**src/rtl/dual_thread_opq.sv**
```systemverilog
module dual_thread_opq #(
  parameter int DEPTH = 16,
  parameter int W     = 8
) (
  input  logic         clk,
  input  logic         rst_n,
  input  logic         mode_wr,
  input  logic [1:0]   mode_sel,
  output logic [1:0]   cur_mode,
  output logic         mode_err,
  input  logic         th0_push,
  input  logic [W-1:0] th0_data,
  output logic         th0_full,
  input  logic         th0_rdy,
  output logic         th0_empty,
  input  logic         th1_push,
  input  logic [W-1:0] th1_data,
  output logic         th1_full,
  input  logic         th1_rdy,
  output logic         th1_empty,
  output logic         out_valid,
  output logic         out_tid,
  output logic [W-1:0] out_data
);
  localparam int AW   = $clog2(DEPTH);
  localparam int HALF = DEPTH / 2;
  localparam logic [AW:0] CAP_H = AW'(0) + (AW+1)'(HALF);
  localparam logic [AW:0] CAP_F = (AW+1)'(DEPTH);

  logic [W-1:0]  mem [DEPTH];
  logic [AW-1:0] wp0, wp1, rp0, rp1;
  logic [AW:0]   cnt0, cnt1;
  logic          last;

  wire dual = (cur_mode == 2'b00);
  wire act0 = (cur_mode != 2'b10);
  wire act1 = (cur_mode != 2'b01);

  wire [AW:0] cap = dual ? CAP_H : CAP_F;

  assign th0_empty = (cnt0 == '0);
  assign th1_empty = (cnt1 == '0);
  assign th0_full  = !act0 || (cnt0 == cap);
  assign th1_full  = !act1 || (cnt1 == cap);

  wire [AW-1:0] wa0 = dual ? {1'b0, wp0[AW-2:0]} : wp0;
  wire [AW-1:0] wa1 = dual ? {1'b1, wp1[AW-2:0]} : wp1;
  wire [AW-1:0] ra0 = dual ? {1'b0, rp0[AW-2:0]} : rp0;
  wire [AW-1:0] ra1 = dual ? {1'b1, rp1[AW-2:0]} : rp1;

  wire elig0 = th0_rdy && !th0_empty;
  wire elig1 = th1_rdy && !th1_empty;
  wire gnt1  = elig1 && (!elig0 || !last);
  wire gnt0  = elig0 && !gnt1;

  assign out_valid = elig0 || elig1;
  assign out_tid   = gnt1;
  assign out_data  = gnt1 ? mem[ra1] : mem[ra0];

  wire all_empty = th0_empty && th1_empty;
  wire mode_ok   = mode_wr && all_empty && (mode_sel != 2'b11);
  wire do_push0  = th0_push && !th0_full && !mode_ok;
  wire do_push1  = th1_push && !th1_full && !mode_ok;

  always_ff @(posedge clk) begin
    if (do_push0) mem[wa0] <= th0_data;
    if (do_push1) mem[wa1] <= th1_data;
  end

  always_ff @(posedge clk) begin
    if (!rst_n) begin
      cur_mode <= 2'b00;
      mode_err <= 1'b0;
      wp0 <= '0; wp1 <= '0; rp0 <= '0; rp1 <= '0;
      cnt0 <= '0; cnt1 <= '0;
      last <= 1'b1;
    end else begin
      mode_err <= mode_wr && !mode_ok;
      if (mode_ok) begin
        cur_mode <= mode_sel;
        wp0 <= '0; wp1 <= '0; rp0 <= '0; rp1 <= '0;
      end else begin
        if (do_push0) wp0 <= wp0 + 1'b1;
        if (do_push1) wp1 <= wp1 + 1'b1;
        if (gnt0)     rp0 <= rp0 + 1'b1;
        if (gnt1)     rp1 <= rp1 + 1'b1;
      end
      cnt0 <= cnt0 + (AW+1)'(do_push0) - (AW+1)'(gnt0);
      cnt1 <= cnt1 + (AW+1)'(do_push1) - (AW+1)'(gnt1);
      if (out_valid) last <= gnt1;
    end
  end


  no_overflow_chk: assert property (@(posedge clk) disable iff (!rst_n)
    dual |-> (cnt0 <= CAP_H) && (cnt1 <= CAP_H));


  alternate_chk: assert property (@(posedge clk) disable iff (!rst_n)
    (elig0 && elig1 && $past(elig0 && elig1)) |-> (out_tid != $past(out_tid)));


  idle_thread_chk: assert property (@(posedge clk) disable iff (!rst_n)
    (cur_mode == 2'b01) |-> (th1_full && th1_empty && !(out_valid && out_tid)));


  mode_apply_chk: assert property (@(posedge clk) disable iff (!rst_n)
    (cur_mode != $past(cur_mode)) |-> $past(mode_wr && th0_empty && th1_empty));


  mode_refuse_chk: assert property (@(posedge clk) disable iff (!rst_n)
    mode_err |-> (cur_mode == $past(cur_mode)));
endmodule

```
**config.mk**
```make
export PLATFORM = sky130hd
export DESIGN_NAME = dual_thread_opq
export DESIGN_NICKNAME = d
export VERILOG_FILES = /design/src/rtl/dual_thread_opq.sv
export SDC_FILE = /design/constraint.sdc
export NUM_CORES = 1
export LEC_CHECK = 0
export ABC_CLOCK_PERIOD_IN_PS = 2870
export BUFFER_PORTS_ARGS = -buffer_cell sky130_fd_sc_hd__buf_2
export CAP_MARGIN = 20
export CELL_PAD_IN_SITES_DETAIL_PLACEMENT = 2
export CELL_PAD_IN_SITES_GLOBAL_PLACEMENT = 2
export CORE_MARGIN = 8
export CORE_UTILIZATION = 41
export CTS_BUF_LIST = sky130_fd_sc_hd__clkbuf_16
export CTS_CLUSTER_SIZE = 30
export DETAILED_ROUTE_END_ITERATION = 16
export HOLD_SLACK_MARGIN = 0.03
export PLACE_DENSITY = 0.81
export RECOVER_POWER = 100
export SYNTH_ARGS = -nofsm -noshare
export SYNTH_HDL_FRONTEND = slang
export SYNTH_SLANG_ARGS = --single-unit
```
**constraint.sdc**
```tcl
create_clock -name clk -period 2.87 [get_ports clk]
set_input_delay 0 -clock clk [delete_from_list [all_inputs] [get_ports clk]]
set_output_delay 0 -clock clk [all_outputs]
set_load 0.01 [all_outputs]
```
==> flow_summary.html, run 1 <==
<table>
<tr><th>Metric</th><th>Value</th></tr>
<tr><th colspan="2">Clock network</th></tr>
<tr><td>Clock Path Buffers</td><td>2</td></tr>
<tr><td>Worst-Skew Late Latency</td><td>around 0.44 ns</td></tr>
<tr><td>Number of buffers created by CTS</td><td>17</td></tr>
<tr><td>Clock root buffer</td><td>sky130_fd_sc_hd__clkbuf_16</td></tr>
<tr><td>Clock-pin transition on the worst setup and hold timing paths</td><td>0.07 ns</td></tr>
<tr><td>H-tree levels</td><td>4</td></tr>
<tr><td>Count of clock tree sinks</td><td>158</td></tr>
<tr><td>Clock tree from TritonCTS</td><td>done</td></tr>
<tr><th colspan="2">Logic synthesis</th></tr>
<tr><td>Asr flop ratio synth</td><td>0</td></tr>
<tr><td>EDFF count, synth</td><td>128</td></tr>
<tr><td>Netlist cell types</td><td>53</td></tr>
<tr><td>Synth Instances</td><td>645</td></tr>
<tr><td>Syn Nets</td><td>694</td></tr>
<tr><td>Dominant register cell in the synthesized netlist</td><td>sky130_fd_sc_hd__edfxtp_1</td></tr>
<tr><td>Yosys reg bits</td><td>158</td></tr>
<tr><td>Average cell area after synthesis</td><td>14.69 µm²</td></tr>
<tr><td>Post-synthesis instance area</td><td>9478 µm²</td></tr>
<tr><td>Post-synthesis sequential area ratio</td><td>0.4689</td></tr>
<tr><td>Count of synthesis-stage warnings from yosys</td><td>0</td></tr>
<tr><th colspan="2">Cells and area</th></tr>
<tr><td>Most common cell after layout, fill and taps aside</td><td>sky130_fd_sc_hd__edfxtp_1</td></tr>
<tr><td>Layout cells sized above 1</td><td>0.5340</td></tr>
<tr><td>Final cell area excluding filler cells</td><td>between 10000 and 15000 µm²</td></tr>
<tr><td>Most frequent cells in the layout</td><td>sky130_fd_sc_hd__edfxtp_1 (128), sky130_fd_sc_hd__mux2_2 (126), sky130_fd_sc_hd__mux4_2 (64)</td></tr>
<tr><td>FILL cells</td><td>2044</td></tr>
<tr><td>Total number of nets in the final design</td><td>785</td></tr>
<tr><td>Area added between synthesis and finish</td><td>21.69%</td></tr>
<tr><td>Final core area utilization</td><td>0.5094</td></tr>
<tr><td>Area used by sequential logic in the layout</td><td>4451 µm²</td></tr>
<tr><td>Total area of multi-input combinational cells</td><td>~5000 µm²</td></tr>
<tr><th colspan="2">Timing</th></tr>
<tr><td>Worst path setup slack after routing</td><td>-0.08383 ns</td></tr>
<tr><td>Number of failing setup endpoints in the final timing report</td><td>3</td></tr>
<tr><td>Max-slew violations</td><td>0</td></tr>
<tr><td>Worst Max-Slew Pin Slew</td><td>between 0.9 and 1 ns</td></tr>
<tr><td>Crit share post-route</td><td>1.029</td></tr>
<tr><td>Achievable frequency</td><td>~0.34 GHz</td></tr>
<tr><td>Shortest period the worst path allows</td><td>2.954 ns</td></tr>
<tr><td>Worst hold-check slack</td><td>roughly 0.10 ns</td></tr>
<tr><td>Slew HR</td><td>0.3609</td></tr>
<tr><td>RSZ-0062 raised after global routing</td><td>true</td></tr>
<tr><td>Layout Skew</td><td>~0.0099 ns</td></tr>
<tr><td>Hold violation total from the final report</td><td>0</td></tr>
<tr><th colspan="2">Pwr</th></tr>
<tr><td>Power per Cell Area</td><td>863.6 nW/µm²</td></tr>
<tr><td>Lkg Pwr</td><td>0.004239 µW</td></tr>
<tr><td>Maximum vdd drop</td><td>0.4505 mV</td></tr>
<tr><th colspan="2">Route</th></tr>
<tr><td>Total Wirelength</td><td>around 37000 µm</td></tr>
<tr><td>DR pass1 iterations</td><td>7</td></tr>
<tr><td>Average wire length per cell after detail routing</td><td>between 30 and 40 µm</td></tr>
<tr><td>Routed vias</td><td>6802</td></tr>
<tr><td>Violation count after the first detailed-routing iteration</td><td>730</td></tr>
<tr><td>Remaining number of nets flagged by the antenna check after routing</td><td>0</td></tr>
<tr><td>Post-detailed-route via-to-cell ratio</td><td>6.559</td></tr>
<tr><td>DRC</td><td>0</td></tr>
<tr><th colspan="2">Place</th></tr>
<tr><td>Final weighted congestion of routability-driven global placement</td><td>between 0.8 and 0.9</td></tr>
<tr><td>Count of port buffers added during placement</td><td>41</td></tr>
<tr><td>Placement-stage cell area</td><td>around 10000 µm²</td></tr>
<tr><td>Worst setup slack after placement</td><td>-0.07062 ns</td></tr>
<tr><td>Dpl hpwl</td><td>~22000 µm</td></tr>
<tr><th colspan="2">Die</th></tr>
<tr><td>Number of top-level pins</td><td>42</td></tr>
<tr><td>DIE WIDTH</td><td>between 150 and 200 µm</td></tr>
<tr><td>Site row count</td><td>between 50 and 60</td></tr>
<tr><td>DIE HEIGHT</td><td>168.0 µm</td></tr>
<tr><td>Area inside the core boundary</td><td>22640 µm²</td></tr>
<tr><td>Die ar.</td><td>~28000 µm²</td></tr>
<tr><td>Initial core utilization</td><td>0.4186</td></tr>
<tr><th colspan="2">Status</th></tr>
<tr><td>Result of the run</td><td>finished, violations left</td></tr>
<tr><td>Violations in the final reports</td><td>negative setup slack</td></tr>
<tr><th colspan="2">Worst setup path</th></tr>
<tr><td>Slack of the worst reg-to-reg path</td><td>-0.08 ns</td></tr>
<tr><td>CP Max Fanout</td><td>4</td></tr>
<tr><td>Arrival time at the worst endpoint</td><td>3.34 ns</td></tr>
<tr><td>Worst Setup Path Type</td><td>reg -&gt; reg</td></tr>
<tr><td>Cells on worst reg2reg path</td><td>15</td></tr>
<tr><td>Worst setup path startpoint</td><td>cnt0[2]$_SDFF_PN0_</td></tr>
<tr><td>Worst flop-to-flop path startpoint</td><td>cnt0[2]$_SDFF_PN0_</td></tr>
<tr><td>Critical path endpoint</td><td>cnt1[4]$_SDFF_PN0_</td></tr>
<tr><td>Critical Path Start Type</td><td>flop</td></tr>
<tr><td>Required arrival time at the worst endpoint</td><td>3.25 ns</td></tr>
<tr><td>Capturing point of the worst reg2reg path</td><td>cnt1[4]$_SDFF_PN0_</td></tr>
<tr><td>CP endpoint kind</td><td>flop</td></tr>
<tr><th colspan="2">Global route</th></tr>
<tr><td>Antenna violations before repair</td><td>3</td></tr>
<tr><td>Total congestion overflow after global routing</td><td>0</td></tr>
<tr><td>Total global routing track utilization</td><td>0.2547</td></tr>
<tr><td>Largest net degree at the start of global routing</td><td>36</td></tr>
<tr><td>Global-route wire length before repair</td><td>52100 µm</td></tr>
<tr><td>Via count of the first global-routing pass</td><td>7505</td></tr>
<tr><th colspan="2">Worst hold path</th></tr>
<tr><td>Min-Delay Path Class</td><td>in -&gt; reg</td></tr>
<tr><th colspan="2">Job</th></tr>
<tr><td>Count of maximum capacitance violations</td><td>0</td></tr>
</table>
cell usage after synthesis, types with 2 or more instances:
library cell | number | area [µm²]
sky130_fd_sc_hd__or3_1 | 5 | 31.28
sky130_fd_sc_hd__nand2_1 | 9 | 33.78
sky130_fd_sc_hd__nand4_1 | 2 | 12.51
sky130_fd_sc_hd__xnor2_1 | 8 | 70.07
sky130_fd_sc_hd__buf_1 | 4 | 15.01
sky130_fd_sc_hd__and3_1 | 2 | 12.51
sky130_fd_sc_hd__o21ai_0 | 14 | 70.07
sky130_fd_sc_hd__xor2_1 | 6 | 52.55
sky130_fd_sc_hd__edfxtp_1 | 128 | 3844
sky130_fd_sc_hd__dfxtp_1 | 30 | 600.6
sky130_fd_sc_hd__nand2b_1 | 2 | 12.51
sky130_fd_sc_hd__o22a_1 | 8 | 70.07
sky130_fd_sc_hd__mux4_2 | 64 | 1441
sky130_fd_sc_hd__nor3_1 | 6 | 30.03
sky130_fd_sc_hd__and2_1 | 5 | 31.28
sky130_fd_sc_hd__o221ai_1 | 8 | 70.07
sky130_fd_sc_hd__o41ai_1 | 10 | 87.58
sky130_fd_sc_hd__ha_1 | 22 | 275.3
sky130_fd_sc_hd__a21o_1 | 4 | 30.03
sky130_fd_sc_hd__mux2_2 | 126 | 1419
sky130_fd_sc_hd__nand3_4 | 7 | 122.6
sky130_fd_sc_hd__mux2_1 | 2 | 22.52
sky130_fd_sc_hd__fa_1 | 2 | 40.04
sky130_fd_sc_hd__buf_2 | 15 | 75.07
sky130_fd_sc_hd__nor3b_1 | 2 | 15.01
sky130_fd_sc_hd__or2_2 | 2 | 12.51
sky130_fd_sc_hd__nand3_1 | 2 | 10.01
sky130_fd_sc_hd__mux2i_1 | 37 | 370.4
sky130_fd_sc_hd__inv_1 | 23 | 86.33
sky130_fd_sc_hd__nand3_2 | 8 | 80.08
sky130_fd_sc_hd__and3b_1 | 2 | 17.52
sky130_fd_sc_hd__clkbuf_1 | 28 | 105.1
sky130_fd_sc_hd__nor2_1 | 24 | 90.09
sky130_fd_sc_hd__a21oi_1 | 9 | 45.04
repair_timing:
item / in CTS / in global routing
setup endpoints to repair: 45 / 93
pin swaps: 6 / 11
resized for setup: 20 / 31
hold buffers: 9 / 0
setup buffers: 12 / 14
hold endpoints to repair: 11 / 0
sequential cells by signal, summed over array words and instances (netlist names):
| name | count |
|---|---|
| wp0 | 4 |
| mem | 128 |
| mode_err | 1 |
| last | 1 |
| cnt1 | 5 |
| rp1 | 4 |
| cnt0 | 5 |
| rp0 | 4 |
| wp1 | 4 |
| cur_mode | 2 |
power by group:
group | switching, µW | total, µW | internal [µW]
clock network | 982 | 2420 | 1440
registers | 231 | 3030 | 2800
logic | 2370 | 4510 | 2140
total | 3580 | 9960 | 6380
critical path, cell delays in order (launching register included):
cell,delay [ns]
sky130_fd_sc_hd__dfxtp_2,0.33
sky130_fd_sc_hd__inv_2,0.08
sky130_fd_sc_hd__ha_4,0.12
sky130_fd_sc_hd__or4b_4,0.51
sky130_fd_sc_hd__clkinv_4,0.08
sky130_fd_sc_hd__nand3_4,0.09
sky130_fd_sc_hd__and4_4,0.20
sky130_fd_sc_hd__inv_4,0.08
sky130_fd_sc_hd__ha_4,0.15
sky130_fd_sc_hd__inv_4,0.04
sky130_fd_sc_hd__ha_4,0.16
sky130_fd_sc_hd__fa_2,0.37
sky130_fd_sc_hd__a21oi_2,0.15
sky130_fd_sc_hd__nor2_1,0.06
sky130_fd_sc_hd__or3_1,0.36
sky130_fd_sc_hd__a21oi_2,0.12
kinds of logic after synthesis:
logic type / after synthesis / share of synthesized area
muxes: 229 / 0.3432
DFF: 158 / 0.4689
xor gates and xnor gates: 14 / 0.01294
buffers and inverters: 74 / 0.03340
AOI/OAI and AO/OA: 63 / 0.04766
adders and majority gates: 24 / 0.03327
and+or+nand+nor: 83 / 0.06059
layout make-up:
class,instances,share of cell area
Timing Repair Buffer,121,0.08321
Clock inverter,15,0.01573
Inverter,25,0.009004
Multi-Input combinational cell,413,0.4377
Clock buffer,17,0.03688
Tap cell,285,0.03092
Antenna cell,3,0.0006509
Sequential cell,158,0.3859
worst min path at each step:
| stage | start | to | slack [ns] | cells after the start |
|---|---|---|---|---|
| after floorplan | rst_n | cnt0[0]$_SDFF_PN0_ | 0.12 | 1 |
| after global placement | mode_wr | mode_err$_SDFF_PN0_ | 0.22 | 2 |
| after detailed placement | mode_wr | mode_err$_SDFF_PN0_ | 0.22 | 2 |
| after CTS | th0_data[7] | mem[14][7]$_DFFE_PP_ | 0.07 | 2 |
| after global routing | th0_data[6] | mem[14][6]$_DFFE_PP_ | 0.12 | 2 |
| final | th1_data[7] | mem[14][7]$_DFFE_PP_ | 0.10 | 2 |
routing by layer:
metal  share of wire  wire length [µm]  vias to the layer above  GRT usage
li1                -                 -                     2758          -
met3           0.056              2056                      110    0.04326
met1            0.38             13940                     3632     0.3005
met2            0.51             18680                      302     0.4371
met5               0                 0                        -          0
met4           0.053              1937                        0     0.1401
metrics by stage:
step | cells | TNS (ns) | total power, µW
after floorplan | 645 | -0.06771 | 5601
after global placement | 968 | 0 | 6618
after detailed placement | 968 | -0.1081 | 6869
after CTS | 1021 | -0.1356 | 9634
after global routing | 1037 | -1.761 | 10350
final | 1037 | -0.2356 | 9960
(Power assumes the default switching activity.)
==> inputs of run 2 (changes only) <==
--- a/config.mk
+++ b/config.mk
@@ -5,18 +5,19 @@
 export SDC_FILE = /design/constraint.sdc
 export NUM_CORES = 1
 export LEC_CHECK = 0
+export ABC_AREA = 1
 export ABC_CLOCK_PERIOD_IN_PS = 2870
 export BUFFER_PORTS_ARGS = -buffer_cell sky130_fd_sc_hd__buf_2
 export CAP_MARGIN = 20
 export CELL_PAD_IN_SITES_DETAIL_PLACEMENT = 2
 export CELL_PAD_IN_SITES_GLOBAL_PLACEMENT = 2
 export CORE_MARGIN = 8
-export CORE_UTILIZATION = 41
+export CORE_UTILIZATION = 34
 export CTS_BUF_LIST = sky130_fd_sc_hd__clkbuf_16
 export CTS_CLUSTER_SIZE = 30
 export DETAILED_ROUTE_END_ITERATION = 16
 export HOLD_SLACK_MARGIN = 0.03
-export PLACE_DENSITY = 0.81
+export PLACE_DENSITY = 0.82
 export RECOVER_POWER = 100
 export SYNTH_ARGS = -nofsm -noshare
 export SYNTH_HDL_FRONTEND = slang
==> flow_summary.html, run 2 <==
<table>
<tr><th>Metric</th><th>Value</th></tr>
<tr><th colspan="2">Status</th></tr>
<tr><td>Result of the run</td><td>completed</td></tr>
<tr><th colspan="2">Logic synthesis</th></tr>
<tr><td>Arithmetic-cell share of the synthesized area counting full adders, half adders and majority gates</td><td>0.02948 (-0.003783)</td></tr>
<tr><td>Dominant register cell in the synthesized netlist</td><td>sky130_fd_sc_hd__edfxtp_1</td></tr>
<tr><td>Cell types with the largest area share after synthesis</td><td>sky130_fd_sc_hd__edfxtp_1 (36%), sky130_fd_sc_hd__nand2_1 (15%), sky130_fd_sc_hd__nand3_1 (6.0%)</td></tr>
<tr><td>Syn Nets</td><td>1419 (+100%)</td></tr>
<tr><td>Cell type with the largest total area after synthesis</td><td>sky130_fd_sc_hd__edfxtp_1</td></tr>
<tr><td>Area fraction of the dominant cell type after synthesis</td><td>0.3594 (-0.04612)</td></tr>
<tr><td>Post-synthesis compound-gate area fraction</td><td>0.1569 (+0.1092)</td></tr>
<tr><td>Simple-gate share of the synthesized area</td><td>0.2878 (+0.2272)</td></tr>
<tr><td>Commonest cells in the synthesized netlist</td><td>sky130_fd_sc_hd__nand2_1 (421), sky130_fd_sc_hd__inv_1 (132), sky130_fd_sc_hd__nand3_1 (129), sky130_fd_sc_hd__edfxtp_1 (128), sky130_fd_sc_hd__nor2_1 (104)</td></tr>
<tr><td>Count of synthesis-stage warnings from yosys</td><td>0 (unchanged)</td></tr>
<tr><td>EDFF count, synth</td><td>128 (unchanged)</td></tr>
<tr><td>Synthesized-area fraction occupied by xor and xnor cells</td><td>0.007371 (-0.005566)</td></tr>
<tr><td>Post-synthesis instance area</td><td>10690 µm² (+13%)</td></tr>
<tr><td>Most instantiated library cell after synthesis</td><td>sky130_fd_sc_hd__nand2_1</td></tr>
<tr><td>Netlist cell types</td><td>35 (-34%)</td></tr>
<tr><td>Synth Instances</td><td>1370 (+110%)</td></tr>
<tr><td>Dominant combinational cell family by area after synthesis</td><td>simple AND/OR/NAND/NOR gates</td></tr>
<tr><td>Post-synthesis sequential area ratio</td><td>0.4156 (-0.05333)</td></tr>
<tr><td>Share of synthesized area spent on multiplexers</td><td>0 (-0.3432)</td></tr>
<tr><td>Yosys reg bits</td><td>158 (unchanged)</td></tr>
<tr><td>Asr flop ratio synth</td><td>0 (unchanged)</td></tr>
<tr><td>Average cell area after synthesis</td><td>7.806 µm² (-47%)</td></tr>
<tr><th colspan="2">Route</th></tr>
<tr><td>Remaining number of nets flagged by the antenna check after routing</td><td>0 (unchanged)</td></tr>
<tr><td>Total Wirelength</td><td>40430 µm (+10%)</td></tr>
<tr><td>DR pass1 iterations</td><td>5 (-2)</td></tr>
<tr><td>Violation count after the first detailed-routing iteration</td><td>641 (-12%)</td></tr>
<tr><td>Average wire length per cell after detail routing</td><td>22.50 µm (-36%)</td></tr>
<tr><td>Post-detailed-route via-to-cell ratio</td><td>5.514 (-16%)</td></tr>
<tr><td>DRC</td><td>0 (unchanged)</td></tr>
<tr><td>Routed vias</td><td>9909 (+46%)</td></tr>
<tr><th colspan="2">Pwr</th></tr>
<tr><td>Power per Cell Area</td><td>840.6 nW/µm² (-2.7%)</td></tr>
<tr><td>Lkg Pwr</td><td>0.004883 µW (+15%)</td></tr>
<tr><td>Net Sw Frac</td><td>0.4512 (+0.09196)</td></tr>
<tr><td>Internal power of the cells</td><td>5445 µW (-15%)</td></tr>
<tr><td>Clock network power share</td><td>0.217 (-0.026)</td></tr>
<tr><td>Register share of total power</td><td>0.310 (+0.005)</td></tr>
<tr><td>Logic gate share of total power</td><td>0.473 (+0.021)</td></tr>
<tr><td>Sw power</td><td>4477 µW (+25%)</td></tr>
<tr><td>Maximum vdd drop</td><td>0.4360 mV (-3.2%)</td></tr>
<tr><th colspan="2">Worst setup path</th></tr>
<tr><td>Critical Path Start Type</td><td>flop</td></tr>
<tr><td>Required arrival time at the worst endpoint</td><td>3.24 ns (about the same)</td></tr>
<tr><td>Worst flop-to-flop path startpoint</td><td>cur_mode[0]$_SDFFE_PN0P_</td></tr>
<tr><td>CP Max Fanout</td><td>6 (+2)</td></tr>
<tr><td>CP endpoint kind</td><td>flop</td></tr>
<tr><td>Worst setup path startpoint</td><td>cur_mode[0]$_SDFFE_PN0P_</td></tr>
<tr><td>Arrival time at the worst endpoint</td><td>3.08 ns (-0.26 ns)</td></tr>
<tr><td>Worst Setup Path Type</td><td>reg -&gt; reg</td></tr>
<tr><td>Slack of the worst reg-to-reg path</td><td>0.16 ns (+0.24 ns)</td></tr>
<tr><th colspan="2">Cells and area</th></tr>
<tr><td>Largest reg by FF count</td><td>mem</td></tr>
<tr><td>Layout cells sized above 1</td><td>0.1535 (-0.3805)</td></tr>
<tr><td>FILL cells</td><td>3644 (+78%)</td></tr>
<tr><td>Most common cell after layout, fill and taps aside</td><td>sky130_fd_sc_hd__nand2_1</td></tr>
<tr><td>Area added between synthesis and finish</td><td>10.37%</td></tr>
<tr><td>Total number of nets in the final design</td><td>1430 (+82%)</td></tr>
<tr><td>Flip-flop count of the largest register after layout</td><td>128 (unchanged)</td></tr>
<tr><td>Biggest registers after layout</td><td>mem: 128 flops, cnt0: 5 flops, cnt1: 5 flops</td></tr>
<tr><td>Most frequent cells in the layout</td><td>sky130_fd_sc_hd__nand2_1 (420), sky130_fd_sc_hd__inv_1 (138), sky130_fd_sc_hd__nand3_1 (129)</td></tr>
<tr><th colspan="2">Die</th></tr>
<tr><td>Number of top-level pins</td><td>42 (unchanged)</td></tr>
<tr><td>DIE HEIGHT</td><td>193.4 µm (+15%)</td></tr>
<tr><td>Initial core utilization</td><td>0.3424 (-0.07620)</td></tr>
<tr><td>Area inside the core boundary</td><td>31230 µm² (+38%)</td></tr>
<tr><td>Site row count</td><td>65 (+18%)</td></tr>
<tr><td>Die ar.</td><td>37380 µm² (+32%)</td></tr>
<tr><td>DIE WIDTH</td><td>193.4 µm (+15%)</td></tr>
<tr><th colspan="2">Timing</th></tr>
<tr><td>Worst Max-Slew Pin Slew</td><td>0.9524 ns (+0.001081 ns)</td></tr>
<tr><td>RSZ-0062 raised after global routing</td><td>false</td></tr>
<tr><td>Slew HR</td><td>0.3644 (+0.003459)</td></tr>
<tr><td>Achievable frequency</td><td>0.3686 GHz (+8.9%)</td></tr>
<tr><td>Layout Skew</td><td>0.01484 ns (+0.004959 ns)</td></tr>
<tr><td>Number of failing setup endpoints in the final timing report</td><td>0 (-3)</td></tr>
<tr><td>Crit share post-route</td><td>0.9452 (-0.08404)</td></tr>
<tr><td>Final TNS setup</td><td>0 ns (+0.2356 ns)</td></tr>
<tr><td>Worst path setup slack after routing</td><td>0.1574 ns (+0.2412 ns)</td></tr>
<tr><td>Max-slew violations</td><td>0 (unchanged)</td></tr>
<tr><td>Shortest period the worst path allows</td><td>2.713 ns (-0.2412 ns)</td></tr>
<tr><td>Hold violation total from the final report</td><td>0 (unchanged)</td></tr>
<tr><th colspan="2">Place</th></tr>
<tr><td>Dpl hpwl</td><td>27580 µm (+26%)</td></tr>
<tr><td>Count of port buffers added during placement</td><td>41 (unchanged)</td></tr>
<tr><td>Final weighted congestion of routability-driven global placement</td><td>0.8150 (+0.41%)</td></tr>
<tr><td>Worst setup slack after placement</td><td>0.04711 ns (+0.1177 ns)</td></tr>
<tr><th colspan="2">Worst hold path</th></tr>
<tr><td>Min-Delay Path Class</td><td>in -&gt; reg</td></tr>
<tr><td>Min-delay src</td><td>th0_data[1]</td></tr>
<tr><th colspan="2">Clock network</th></tr>
<tr><td>Clock tree from TritonCTS</td><td>done</td></tr>
<tr><td>Worst-Skew Late Latency</td><td>0.44 ns (about the same)</td></tr>
<tr><td>Clock Path Buffers</td><td>2 (unchanged)</td></tr>
<tr><td>Number of buffers created by CTS</td><td>17 (unchanged)</td></tr>
<tr><td>Clock-pin transition on the worst setup and hold timing paths</td><td>0.07 ns (about the same)</td></tr>
<tr><td>Count of clock tree sinks</td><td>158 (unchanged)</td></tr>
<tr><td>Clock root buffer</td><td>sky130_fd_sc_hd__clkbuf_16</td></tr>
<tr><td>H-tree levels</td><td>4 (unchanged)</td></tr>
<tr><th colspan="2">Global route</th></tr>
<tr><td>Largest net degree at the start of global routing</td><td>98 (+170%)</td></tr>
<tr><td>Antenna violations before repair</td><td>1 (-2)</td></tr>
<tr><td>Total global routing track utilization</td><td>0.2152 (-0.03956)</td></tr>
<tr><td>Global-route wire length before repair</td><td>63330 µm (+22%)</td></tr>
<tr><td>Total congestion overflow after global routing</td><td>0 (unchanged)</td></tr>
<tr><td>Via count of the first global-routing pass</td><td>11056 (+47%)</td></tr>
<tr><th colspan="2">Job</th></tr>
<tr><td>Count of maximum capacitance violations</td><td>0 (unchanged)</td></tr>
</table>
[run 2: cell count changes after synthesis, moves of 10 or more]
cell,change
sky130_fd_sc_hd__buf_2,+19
sky130_fd_sc_hd__mux2_2,-126
sky130_fd_sc_hd__mux2i_1,-37
sky130_fd_sc_hd__buf_6,+14
sky130_fd_sc_hd__mux4_2,-64
sky130_fd_sc_hd__o211ai_1,+71
sky130_fd_sc_hd__nand2_1,+412
sky130_fd_sc_hd__inv_1,+109
sky130_fd_sc_hd__o41ai_1,-10
sky130_fd_sc_hd__o21ai_2,+60
sky130_fd_sc_hd__a21oi_1,+19
sky130_fd_sc_hd__nand3_1,+127
sky130_fd_sc_hd__nor2_1,+80
sky130_fd_sc_hd__o21ai_1,+67
[run 2: per-layer routing]
metal,vias up,track usage,wire length (µm)
met4,0,0.09151,1363
met5,-,0,0
met2,277,0.3737,20260
met1,4986,0.2603,16660
met3,92,0.03558,2144
li1,4554,-,-
[run 2: path summary, 6_finish.rpt]
path / end / cells after the start
min reg2reg: wp0[3]$_SDFFE_PP0P_ / 2
max: cnt0[4]$_SDFF_PN0_ / 13
min: mem[4][1]$_DFFE_PP_ / 3
max reg2reg: cnt0[4]$_SDFF_PN0_ / 13
[run 2: logic make-up after synthesis]
family / count (synthesis)
buffers and inverters: 236
DFF: 158
and+or+nand+nor: 693
xor gates and xnor gates: 9
adders and majority gates: 24
AOI/OAI and AO/OA: 250
[run 2: what timing repair did]
item,in CTS,in global routing
gates resized for setup,1,8
endpoints found under the setup margin,1,2
hold endpoints to repair,14,0
pin swaps,0,2
buffers inserted,0,2
hold buffers,6,0
[run 2: worst max-delay path, stage by stage (launching register included)]
cell,delay (ns)
sky130_fd_sc_hd__dfxtp_1,0.49
sky130_fd_sc_hd__nor2_4,0.11
sky130_fd_sc_hd__nand2_1,0.10
sky130_fd_sc_hd__nand2_1,0.09
sky130_fd_sc_hd__a21oi_2,0.33
sky130_fd_sc_hd__nand2_4,0.09
sky130_fd_sc_hd__ha_1,0.29
sky130_fd_sc_hd__inv_1,0.06
sky130_fd_sc_hd__ha_2,0.20
sky130_fd_sc_hd__fa_2,0.38
sky130_fd_sc_hd__a21oi_1,0.15
sky130_fd_sc_hd__nor2_1,0.07
sky130_fd_sc_hd__o21a_1,0.16
sky130_fd_sc_hd__nor3_1,0.12
[run 2: area by class of cell]
class	instances	area, µm²	area share
clock buffers	18	450.4	0.03816
multi-input cells	976	5176	0.4386
inverters	140	525.5	0.04452
flip-flops and latches	158	4453	0.3773
clock inverters	14	78.83	0.006679
well taps	402	503.0	0.04262
diodes	1	2.502	0.0002120
repair buffers	88	613.1	0.05195
[run 2: per-stage QoR]
step	std cells	util	hold WS, ns	area (µm²)	power [µW]
after floorplan	1370	-	0.1122	10690	6144
after CTS	1794	0.3769	0.09521	11770	9931
final	1797	0.3779	0.1153	11800	9922
after detailed placement	1756	0.3579	0.2482	11180	7686
after global routing	1796	0.3778	0.1192	11800	10550
after global placement	1756	0.3579	0.2332	11180	7463
[run 2: power by group through the flow]
stage	logic, µW	clock network, µW	registers (µW)
2_1_floorplan	3180	0	2970
4_1_cts	4670	2190	3070
3_5_place_dp	4570	0	3120
5_1_grt	5190	2260	3110
6_report	4690	2160	3080
3_3_place_gp	4370	0	3090
